--- src/rtl/tx_abort_pkg.sv ---
package tx_abort_pkg;
  localparam int BYTE_W    = 8;
  localparam int CRC_W     = 32;
  localparam int FCS_BYTES = CRC_W / BYTE_W;
  localparam logic [CRC_W-1:0] CRC_POLY_REFL = 32'hEDB8_8320;

  typedef enum logic [1:0] {ST_IDLE, ST_DATA, ST_TAIL} tx_state_e;

  function automatic logic [CRC_W-1:0] crc_step(input logic [CRC_W-1:0] c,
                                                 input logic [BYTE_W-1:0] d);
    logic [CRC_W-1:0] r;
    logic fb;
    r = c;
    for (int i = 0; i < BYTE_W; i++) begin
      fb = r[0] ^ d[i];
      r  = r >> 1;
      if (fb) r = r ^ CRC_POLY_REFL;
    end
    return r;
  endfunction
endpackage

--- src/rtl/tx_bit_meter.sv ---
module tx_bit_meter #(
  parameter int LIMIT  = 512,
  parameter int STEP   = 8
) (
  input  logic clk_i,
  input  logic rst_ni,
  input  logic start_i,
  input  logic step_i,
  output logic reached_o
);
  localparam int CW = $clog2(LIMIT + 1);

  logic [CW-1:0] cnt_q;
  logic [CW:0]   sum;

  assign sum = {1'b0, cnt_q} + (CW+1)'(STEP);

  always_ff @(posedge clk_i or negedge rst_ni) begin
    if (!rst_ni) cnt_q <= '0;
    else if (start_i) cnt_q <= CW'(STEP);
    else if (step_i) cnt_q <= (sum >= (CW+1)'(LIMIT)) ? CW'(LIMIT) : sum[CW-1:0];
  end

  assign reached_o = (cnt_q >= CW'(LIMIT));

  AST_CNT_SATURATES: assert property (@(posedge clk_i) disable iff (!rst_ni)
    cnt_q <= CW'(LIMIT));
endmodule

--- src/rtl/tx_fcs_crc.sv ---
module tx_fcs_crc
  import tx_abort_pkg::*;
(
  input  logic              clk_i,
  input  logic              rst_ni,
  input  logic              start_i,
  input  logic              step_i,
  input  logic [BYTE_W-1:0] data_i,
  output logic [CRC_W-1:0]  crc_o
);
  logic [CRC_W-1:0] crc_q;

  always_ff @(posedge clk_i or negedge rst_ni) begin
    if (!rst_ni) crc_q <= '1;
    else if (start_i) crc_q <= crc_step('1, data_i);
    else if (step_i) crc_q <= crc_step(crc_q, data_i);
  end

  assign crc_o = crc_q;

  AST_CRC_HOLDS_IDLE: assert property (@(posedge clk_i) disable iff (!rst_ni)
    (!start_i && !step_i) |=> $stable(crc_o));
endmodule

--- src/rtl/tx_abort_fcs.sv ---
module tx_abort_fcs
  import tx_abort_pkg::*;
#(
  parameter int RUNT_BITS = 512
) (
  input  logic              clk_i,
  input  logic              rst_ni,
  input  logic              in_valid_i,
  output logic              in_ready_o,
  input  logic [BYTE_W-1:0] in_data_i,
  input  logic              in_sof_i,
  input  logic              in_eof_i,
  input  logic              abort_i,
  output logic [BYTE_W-1:0] line_data_o,
  output logic              line_en_o,
  output logic              abort_done_o
);
  localparam int IW = $clog2(FCS_BYTES + 1);

  tx_state_e        state_q;
  logic [IW-1:0]    idx_q;
  logic             bad_q;
  logic [CRC_W-1:0] crc;
  logic             reached;
  logic             sof_take, byte_take;
  logic [CRC_W-1:0] tail_word;
  logic [BYTE_W-1:0] tail_byte;

  assign in_ready_o = (state_q == ST_IDLE) || (state_q == ST_DATA && !abort_i);
  assign sof_take   = (state_q == ST_IDLE) && in_valid_i && in_sof_i;
  assign byte_take  = (state_q == ST_DATA) && in_valid_i && !abort_i;

  tx_fcs_crc u_crc (
    .clk_i  (clk_i),
    .rst_ni (rst_ni),
    .start_i(sof_take),
    .step_i (byte_take),
    .data_i (in_data_i),
    .crc_o  (crc)
  );

  tx_bit_meter #(.LIMIT(RUNT_BITS), .STEP(BYTE_W)) u_meter (
    .clk_i    (clk_i),
    .rst_ni   (rst_ni),
    .start_i  (sof_take),
    .step_i   (byte_take),
    .reached_o(reached)
  );

  // good FCS is the complemented register; a corrupted one is the raw register
  assign tail_word = bad_q ? crc : ~crc;
  assign tail_byte = tail_word[idx_q[IW-2:0]*BYTE_W +: BYTE_W];

  always_ff @(posedge clk_i or negedge rst_ni) begin
    if (!rst_ni) begin
      state_q      <= ST_IDLE;
      idx_q        <= '0;
      bad_q        <= 1'b0;
      line_data_o  <= '0;
      line_en_o    <= 1'b0;
      abort_done_o <= 1'b0;
    end else begin
      abort_done_o <= 1'b0;
      unique case (state_q)
        ST_IDLE: begin
          line_en_o <= 1'b0;
          if (sof_take) begin
            line_data_o <= in_data_i;
            line_en_o   <= 1'b1;
            idx_q       <= '0;
            bad_q       <= 1'b0;
            state_q     <= in_eof_i ? ST_TAIL : ST_DATA;
          end
        end
        ST_DATA: begin
          if (abort_i) begin
            if (reached) begin
              line_data_o <= crc[BYTE_W-1:0];
              line_en_o   <= 1'b1;
              bad_q       <= 1'b1;
              idx_q       <= IW'(1);
              state_q     <= ST_TAIL;
            end else begin
              line_en_o    <= 1'b0;
              abort_done_o <= 1'b1;
              state_q      <= ST_IDLE;
            end
          end else if (byte_take) begin
            line_data_o <= in_data_i;
            line_en_o   <= 1'b1;
            if (in_eof_i) begin
              idx_q   <= '0;
              bad_q   <= 1'b0;
              state_q <= ST_TAIL;
            end
          end else begin
            line_en_o <= 1'b0;
          end
        end
        ST_TAIL: begin
          if (idx_q == IW'(FCS_BYTES)) begin
            line_en_o    <= 1'b0;
            abort_done_o <= bad_q;
            state_q      <= ST_IDLE;
          end else begin
            line_data_o <= tail_byte;
            line_en_o   <= 1'b1;
            idx_q       <= idx_q + IW'(1);
          end
        end
        default: state_q <= ST_IDLE;
      endcase
    end
  end

  AST_DONE_SINGLE: assert property (@(posedge clk_i) disable iff (!rst_ni)
    abort_done_o |=> !abort_done_o);
  AST_DONE_EN_LOW: assert property (@(posedge clk_i) disable iff (!rst_ni)
    abort_done_o |-> !line_en_o);
  AST_RUNT_CUT: assert property (@(posedge clk_i) disable iff (!rst_ni)
    (state_q == ST_DATA && abort_i && !reached) |=> (!line_en_o && abort_done_o));
  AST_BAD_FCS_NO_GAP: assert property (@(posedge clk_i) disable iff (!rst_ni)
    (state_q == ST_DATA && abort_i && reached) |=> (line_en_o && !abort_done_o));
  AST_IDLE_QUIET: assert property (@(posedge clk_i) disable iff (!rst_ni)
    (state_q == ST_IDLE && !(in_valid_i && in_sof_i)) |=> (!line_en_o && !abort_done_o));
  AST_TAIL_BLOCKS: assert property (@(posedge clk_i) disable iff (!rst_ni)
    (state_q == ST_TAIL) |-> !in_ready_o);
endmodule

--- config.mk ---
export PLATFORM = sky130hd
export DESIGN_NAME = tx_abort_fcs
export DESIGN_NICKNAME = d
export VERILOG_FILES = /design/src/rtl/tx_abort_pkg.sv /design/src/rtl/tx_bit_meter.sv /design/src/rtl/tx_fcs_crc.sv /design/src/rtl/tx_abort_fcs.sv
export SDC_FILE = /design/constraint.sdc
export NUM_CORES = 1
export LEC_CHECK = 0
export ABC_CLOCK_PERIOD_IN_PS = 3300
export BUFFER_PORTS_ARGS = -buffer_cell sky130_fd_sc_hd__buf_4
export CORE_UTILIZATION = 55
export DETAILED_ROUTE_END_ITERATION = 6
export PLACE_DENSITY_LB_ADDON = 0.12
export SETUP_SLACK_MARGIN = 0.15
export SLEW_MARGIN = 30
export SYNTH_ARGS = -nofsm -noshare
export SYNTH_HDL_FRONTEND = slang
export SYNTH_HIERARCHICAL = 1
export SYNTH_SLANG_ARGS = --single-unit
--- constraint.sdc ---
create_clock -name clk_i -period 3.3 [get_ports clk_i]
set_clock_uncertainty 0.15 [all_clocks]
set_input_delay 0 -clock clk_i [delete_from_list [all_inputs] [get_ports clk_i]]
set_output_delay 0 -clock clk_i [all_outputs]
set_load 0.005 [all_outputs]
==> results of run 1 <==
-- flip-flops by register name (all words and copies together), names as in the netlist --
signal / cells
abort_done_o: 1
bad_q: 1
idx_q: 3
line_data_o: 8
line_en_o: 1
state_q: 2
u_crc/crc_o: 32
u_meter/cnt_q: 7
-- tightest hold or removal path: stages --
cell and delay, ns:
buf_4 0.11, and2_2 0.24, o32ai_1 0.10
-- per-layer routing --
metal  vias up  global-route usage  wire [um]
li1       1666                   -          -
met1      1772               0.382       5180
met2        98               0.469       5460
met3        23              0.0431        602
met4         0              0.0949        252
met5         -                   0          0
-- synth_stat cells (3+ instances only) --
cell | count | share of area
xnor2_1 | 81 | 0.15
dfstp_2 | 32 | 0.18
o21ai_0 | 30 | 0.033
a21oi_1 | 28 | 0.030
mux2i_1 | 28 | 0.061
nand2_1 | 26 | 0.021
dfrtp_1 | 23 | 0.13
xor2_1 | 23 | 0.044
nor2_1 | 18 | 0.015
clkbuf_1 | 14 | 0.011
inv_1 | 13 | 0.011
buf_2 | 10 | 0.011
nor2b_1 | 9 | 0.012
a211oi_1 | 8 | 0.013
ha_1 | 8 | 0.022
nand3_1 | 8 | 0.0087
o211ai_1 | 7 | 0.011
xnor2_2 | 7 | 0.025
o2bb2ai_1 | 6 | 0.011
nand2b_1 | 5 | 0.0068
a211o_1 | 4 | 0.0076
and3_1 | 4 | 0.0054
buf_1 | 4 | 0.0033
o22ai_1 | 4 | 0.0054
and4b_1 | 3 | 0.0065
buf_4 | 3 | 0.0049
mux2_2 | 3 | 0.0073
mux4_1 | 3 | 0.017
mux4_2 | 3 | 0.015
nand4_1 | 3 | 0.0041
o2111ai_1 | 3 | 0.0057
o31ai_1 | 3 | 0.0049
xor2_4 | 3 | 0.018
-- cell families after synthesis --
group / after synthesis / synth area share
compound gates: 110 / 0.154
simple gates: 91 / 0.107
xor+xnor: 118 / 0.259
buf+inv: 48 / 0.0479
mux: 38 / 0.103
fa+ha+maj: 8 / 0.0218
flops: 55 / 0.308
-- cell type report --
class | count | area, um^2
Fill cell | 652 | 2890
Timing Repair Buffer | 39 | 345
Inverter | 14 | 52.6
Tap cell | 102 | 128
Clock inverter | 1 | 5.00
Clock buffer | 7 | 86.3
Sequential cell | 55 | 1420
Multi-Input combinational cell | 365 | 2960
-- worst max-delay path by stage --
stage,start,to,slack (ns),cells past startpoint
6_report,idx_q[0],idx_q[0],0.84,6
5_1_grt,idx_q[0],idx_q[0],0.69,6
4_1_cts,idx_q[0],idx_q[0],0.83,6
3_5_place_dp,idx_q[0],idx_q[0],0.85,6
3_3_place_gp,idx_q[0],idx_q[0],0.96,6
2_1_floorplan,state_q[1],u_crc/crc_o[13],0.74,10
-- timing repair --
item | CTS | global route
hold buffers | 11 | 0
resized for setup | 0 | 0
hold endpoints to repair | 44 | 0
-- stage by stage --
step                total power [mW]  instance area [um^2]  instances
detailed placement              5.19                  4800        564
CTS                             5.63                  5000        583
finish                          5.66                  5000        583
global placement                5.11                  4800        564
global route                    6.05                  5000        583
floorplan                       4.39                  4600        468
-- power breakdown --
part | internal [mW] | switching (mW)
Clock | 0.170 | 0.235
Combinational | 1.81 | 1.93
Sequential | 1.12 | 0.397
Total | 3.10 | 2.56
==> results.md, run 1 <==
* Outcome: complete, no violations
* Antenna violations before repair at 0
* R2R Path Start: idx_q[0]
* Total Routing Usage GR at 0.285
* Reg clk slew, reported paths at 0.10 ns
* # rows at 32
* Vias in the first global route at 3506
* R2R Setup Slk at 0.84 ns
* CTS HTree Levels at 2
* Power density over the cells at 1130 nW/um^2
* Critical R2R Capture: idx_q[0]
* Total number of vias at 3559
* Dpl ws at 0.848 ns
* # clock sinks at 55
* Pins Over Slew Limit at 0
* Yosys reg bits at 55
* Largest net degree at the start of global routing at 61
* Worst Tran Pin Value at 1.02 ns
* Setup crit end kind: flip-flop
* Worst-skew pair later-pin latency at 0.32 ns
* Clock Root Buffer: clkbuf_8
* Initial drt markers at 218
* # Max-Cap Violations at 0
* Post-Syn Nets at 490
* Critical path required time at 3.35 ns
* Gr ovfl total at 0
* Detailed placement HPWL at 7940 um
* CP Launch Type: flip-flop
* Gpl congestion at 0.881
* Crit-path slowest cell: dfrtp_1
* Period minus WS final at 2.46 ns
* RSZ-0062 raised after global routing: false
* Area Growth Syn to Fin at 8.65%
* Drt wl/cell at 19.7 um
* Postcts setup bufs at 0
* Yosys warning count at 6
* Critical path class: reg2reg
* Core box area at 7890 um^2
* Top_reg_cell synth: dfstp_2
* Final ANT Viol Nets at 0
* Layout Utilization at 0.634
* Die width at 93.4 um
* Tightest Hold Check Type: in2reg
* Pleak at 1.89 nW
* Fin crit share at 0.747
* Final hold violation count at 0
* Buf/Inv on CP at 1
* Most common cell after layout, fill and taps aside: xnor2_1
* Routed WL at 11500 um
* WHS Path Cells at 3
* Post-synth cell types at 65
* Inserted Diodes at 0
* Nets at 502
* 1st-pass router iterations at 4
* Syn_area_per_cell at 9.83 um^2
* DRC errors left at 0
* Hold Path Sink: u_meter/cnt_q[4]
* Peak supply drop at 0.924 mV
* Synthesized instance count at 468
* Hold path start: in_valid_i
* CTS max path bufs at 2
* Setup TNS at 0 ns
* Layout cells sized above 1 at 0.195
* Max Freq at 0.406 GHz
* Via density at 6.10
* Most frequent cells in the layout: xnor2_1, dfstp_2, o21ai_0
* Die area at 8730 um^2
* Slew HR at 0.318
* Sequential fraction of the synthesis area at 0.308
* Starting Density at 0.583
* R2R cell count at 6
* Critical path, cell by cell: inv_1 -> ha_1 -> nand3_1 -> and4b_1 -> nand3_2 -> mux2_1
* Top Ports at 25
* Post-Syn Area at 4600 um^2
* Hold_ws at 0.0143 ns
* CP top delay family: flip-flops
* Crit-path max cell delay at 0.81 ns
* CTS Buf Count at 5
* EDFF count, synth at 0
* First-pass GRT wire length at 18900 um
* Post-synth ARST share at 1.00
* Final Setup Violations at 0
* I/O Buffers at 24
* Worst-path fanout max at 14
* Data arrival, critical path at 2.52 ns
* TritonCTS clock tree: yes
* Die height at 93.4 um
* Post-route setup slack at 0.836 ns
No activity file was read; power rests on OpenSTA's default activity.
==> inputs of run 2 (changes only) <==
--- a/config.mk
+++ b/config.mk
@@ -5,7 +5,7 @@
 export SDC_FILE = /design/constraint.sdc
 export NUM_CORES = 1
 export LEC_CHECK = 0
-export ABC_CLOCK_PERIOD_IN_PS = 3300
+export ABC_CLOCK_PERIOD_IN_PS = 2200
 export BUFFER_PORTS_ARGS = -buffer_cell sky130_fd_sc_hd__buf_4
 export CORE_UTILIZATION = 55
 export DETAILED_ROUTE_END_ITERATION = 6
==> constraint.sdc (replaced) <==
create_clock -name clk_i -period 2.2 [get_ports clk_i]
set_clock_uncertainty 0.15 [all_clocks]
set_input_delay 0 -clock clk_i [delete_from_list [all_inputs] [get_ports clk_i]]
set_output_delay 0 -clock clk_i [all_outputs]
set_load 0.005 [all_outputs]
==> run 2 against run 1 <==
- the flow now finishes with violations (negative setup slack)
- highest routed layer unchanged
- hold slack improved by 0.032 ns
- final cell count is 11% higher
- worst setup slack worse by 0.91 ns
==> results.md, run 2 (same netlist as run 1, synthesis figures left out) <==
* Outcome: complete, but fails checks
* Violated checks: negative setup slack
* Clock power frac at 0.072 (about the same)
* Final hold violation count at 0 (unchanged)
* # Max-Cap Violations at 0 (unchanged)
* Dpl ws at -0.00466 ns (-0.853 ns)
* Tightest Hold Check Type: in2reg
* CTS max path bufs at 2 (unchanged)
* Power density over the cells at 1950 nW/um^2 (+72%)
* TritonCTS clock tree: yes
* Area Growth Syn to Fin at 26.5%
* Total number of vias at 4047 (+14%)
* Sw Share at 0.438 (-0.0150)
* Worst-path fanout max at 5 (-9)
* Max Freq at 0.441 GHz (+8.6%)
* Final cell count without fillers at 648 (+11%)
* Inserted Diodes at 0 (unchanged)
* Slew HR at 0.510 (+0.193)
* Hold path start: in_valid_i
* Via density at 6.25 (+2.3%)
* Critical path required time at 2.29 ns (-1.06 ns)
* Initial drt markers at 348 (+60%)
* R2R Path Start: u_crc/crc_o[7]
* Worst-skew pair later-pin latency at 0.31 ns (about the same)
* Layout cells sized above 1 at 0.337 (+0.142)
* Psw at 4.96 mW (+94%)
* Power consumption at 11.3 mW (+100%)
* Peak supply drop at 0.889 mV (-3.8%)
* Routed WL at 14400 um (+25%)
* I/O Buffers at 24 (unchanged)
* Area of placed instances at 5030 um^2 (+4.9%)
* CTS HTree Levels at 2 (unchanged)
* Final ANT Viol Nets at 0 (unchanged)
* Internal at 6.37 mW (+110%)
* R2R Setup Slk at -0.07 ns (-0.91 ns)
* Gr ovfl total at 0 (unchanged)
* Data arrival, critical path at 2.36 ns (-0.16 ns)
* Top Ports at 25 (unchanged)
* Max FFs per register at 32 (unchanged)
* Placed insts at 592 (+5.0%)
* R2R cell count at 6 (unchanged)
* 1st-pass router iterations at 5 (+1)
* Largest net degree at the start of global routing at 56 (-8.2%)
* Setup crit end kind: flip-flop
* Design area at 5820 um^2 (+16%)
* Reg clk slew, reported paths at 0.11 ns (about the same)
* Pins Over Slew Limit at 0 (unchanged)
* Starting Density at 0.583 (unchanged)
* Share of power burned in registers at 0.198 (-0.070)
* CTS Buf Count at 5 (unchanged)
* Post-route setup slack at -0.0694 ns (-0.905 ns)
* Fin crit share at 1.03 (+0.285)
* Gpl congestion at 0.924 (+4.9%)
* # rows at 32 (unchanged)
* Core box area at 7890 um^2 (unchanged)
* CP Launch Type: flip-flop
* RSZ-0062 raised after global routing: true
* Detailed placement HPWL at 8450 um (+6.4%)
* Combinational share of power at 0.730 (+0.069)
* Critical R2R Capture: u_crc/crc_o[19]
* Critical path class: reg2reg
* Nets at 567 (+13%)
* Die area at 8730 um^2 (unchanged)
* Worst Tran Pin Value at 0.734 ns (-0.282 ns)
* Drt wl/cell at 22.2 um (+12%)
* Clock Root Buffer: clkbuf_8
* Die height at 93.4 um (unchanged)
* Setup TNS at -0.305 ns (-0.305 ns)
* Pleak at 2.31 nW (+22%)
* Final Setup Violations at 9 (+9)
* Hold Path Sink: u_meter/cnt_q[3]
* First-pass GRT wire length at 20100 um (+6.6%)
* Die width at 93.4 um (unchanged)
* Most common cell after layout, fill and taps aside: buf_4
* DRC errors left at 0 (unchanged)
* Period minus WS final at 2.27 ns (-0.195 ns)
* Antenna violations before repair at 0 (unchanged)
* Total Routing Usage GR at 0.306 (+0.0214)
* Most frequent cells in the layout: buf_4, xnor2_1, dfstp_2
* WHS Path Cells at 4 (+1)
* # clock sinks at 55 (unchanged)
* Vias in the first global route at 3660 (+4.4%)
[run 2: how the worst max path moves through the flow]
stage                            endpoint            from  cells after the start  slack [ns]
after global placement    u_crc/crc_o[26]  u_crc/crc_o[3]                      6        0.06
after floorplan           u_crc/crc_o[19]  u_crc/crc_o[0]                      6        0.15
after CTS                  u_crc/crc_o[5]  u_crc/crc_o[7]                      7        0.12
final                     u_crc/crc_o[19]  u_crc/crc_o[7]                      6       -0.07
after global routing      u_crc/crc_o[20]  u_crc/crc_o[7]                      6       -0.11
after detailed placement  u_crc/crc_o[20]  u_crc/crc_o[0]                      6      -0.005
[run 2: cell type report]
type | instances | area [um^2]
Clock inverter | 3 | 67.6
Fill cell | 518 | 2070
Sequential cell | 55 | 1420
Timing Repair Buffer | 103 | 887
Multi-Input combinational cell | 365 | 3190
Timing Repair inverter | 1 | 5.00
Inverter | 14 | 56.3
Tap cell | 102 | 128
Clock buffer | 5 | 68.8
[run 2: stage by stage]
step                      hold WS (ns)  utilization
final                           0.0458        0.737
after detailed placement       -0.0412        0.638
after floorplan                 -0.446            -
after global placement         -0.0547        0.638
after CTS                       0.0249        0.696
after global routing            0.0663        0.737
[run 2: routing by layer]
layer / GRT usage / wire (um)
met3: 0.0398 / 1320
met2: 0.476 / 6570
met5: 0 / 0
met4: 0.106 / 588
met1: 0.437 / 5870
[run 2: critical path, cell delays in order (launching register included)]
cell and delay [ns]:
dfstp_2 0.63, xor2_4 0.26, xor2_4 0.34, xnor3_2 0.37, xnor2_2 0.17, a211oi_2 0.19, a21oi_1 0.07
[run 2: power by group through the flow]
stage,registers (mW),logic [mW],clock network [mW]
finish,2.24,8.27,0.817
CTS,2.20,6.86,0.825
global route,2.29,8.69,0.859
detailed placement,2.23,6.00,0
global placement,2.21,5.93,0
floorplan,2.06,4.58,0
[run 2: timing repair]
item                                    4_1_cts  5_1_grt
setup buffers                                16       19
gates cloned                                  0        2
hold buffers                                 11        0
endpoints found under the setup margin       17       33
endpoints found under the hold margin        45        0
resized for setup                            10       31
pin swaps                                     9        8
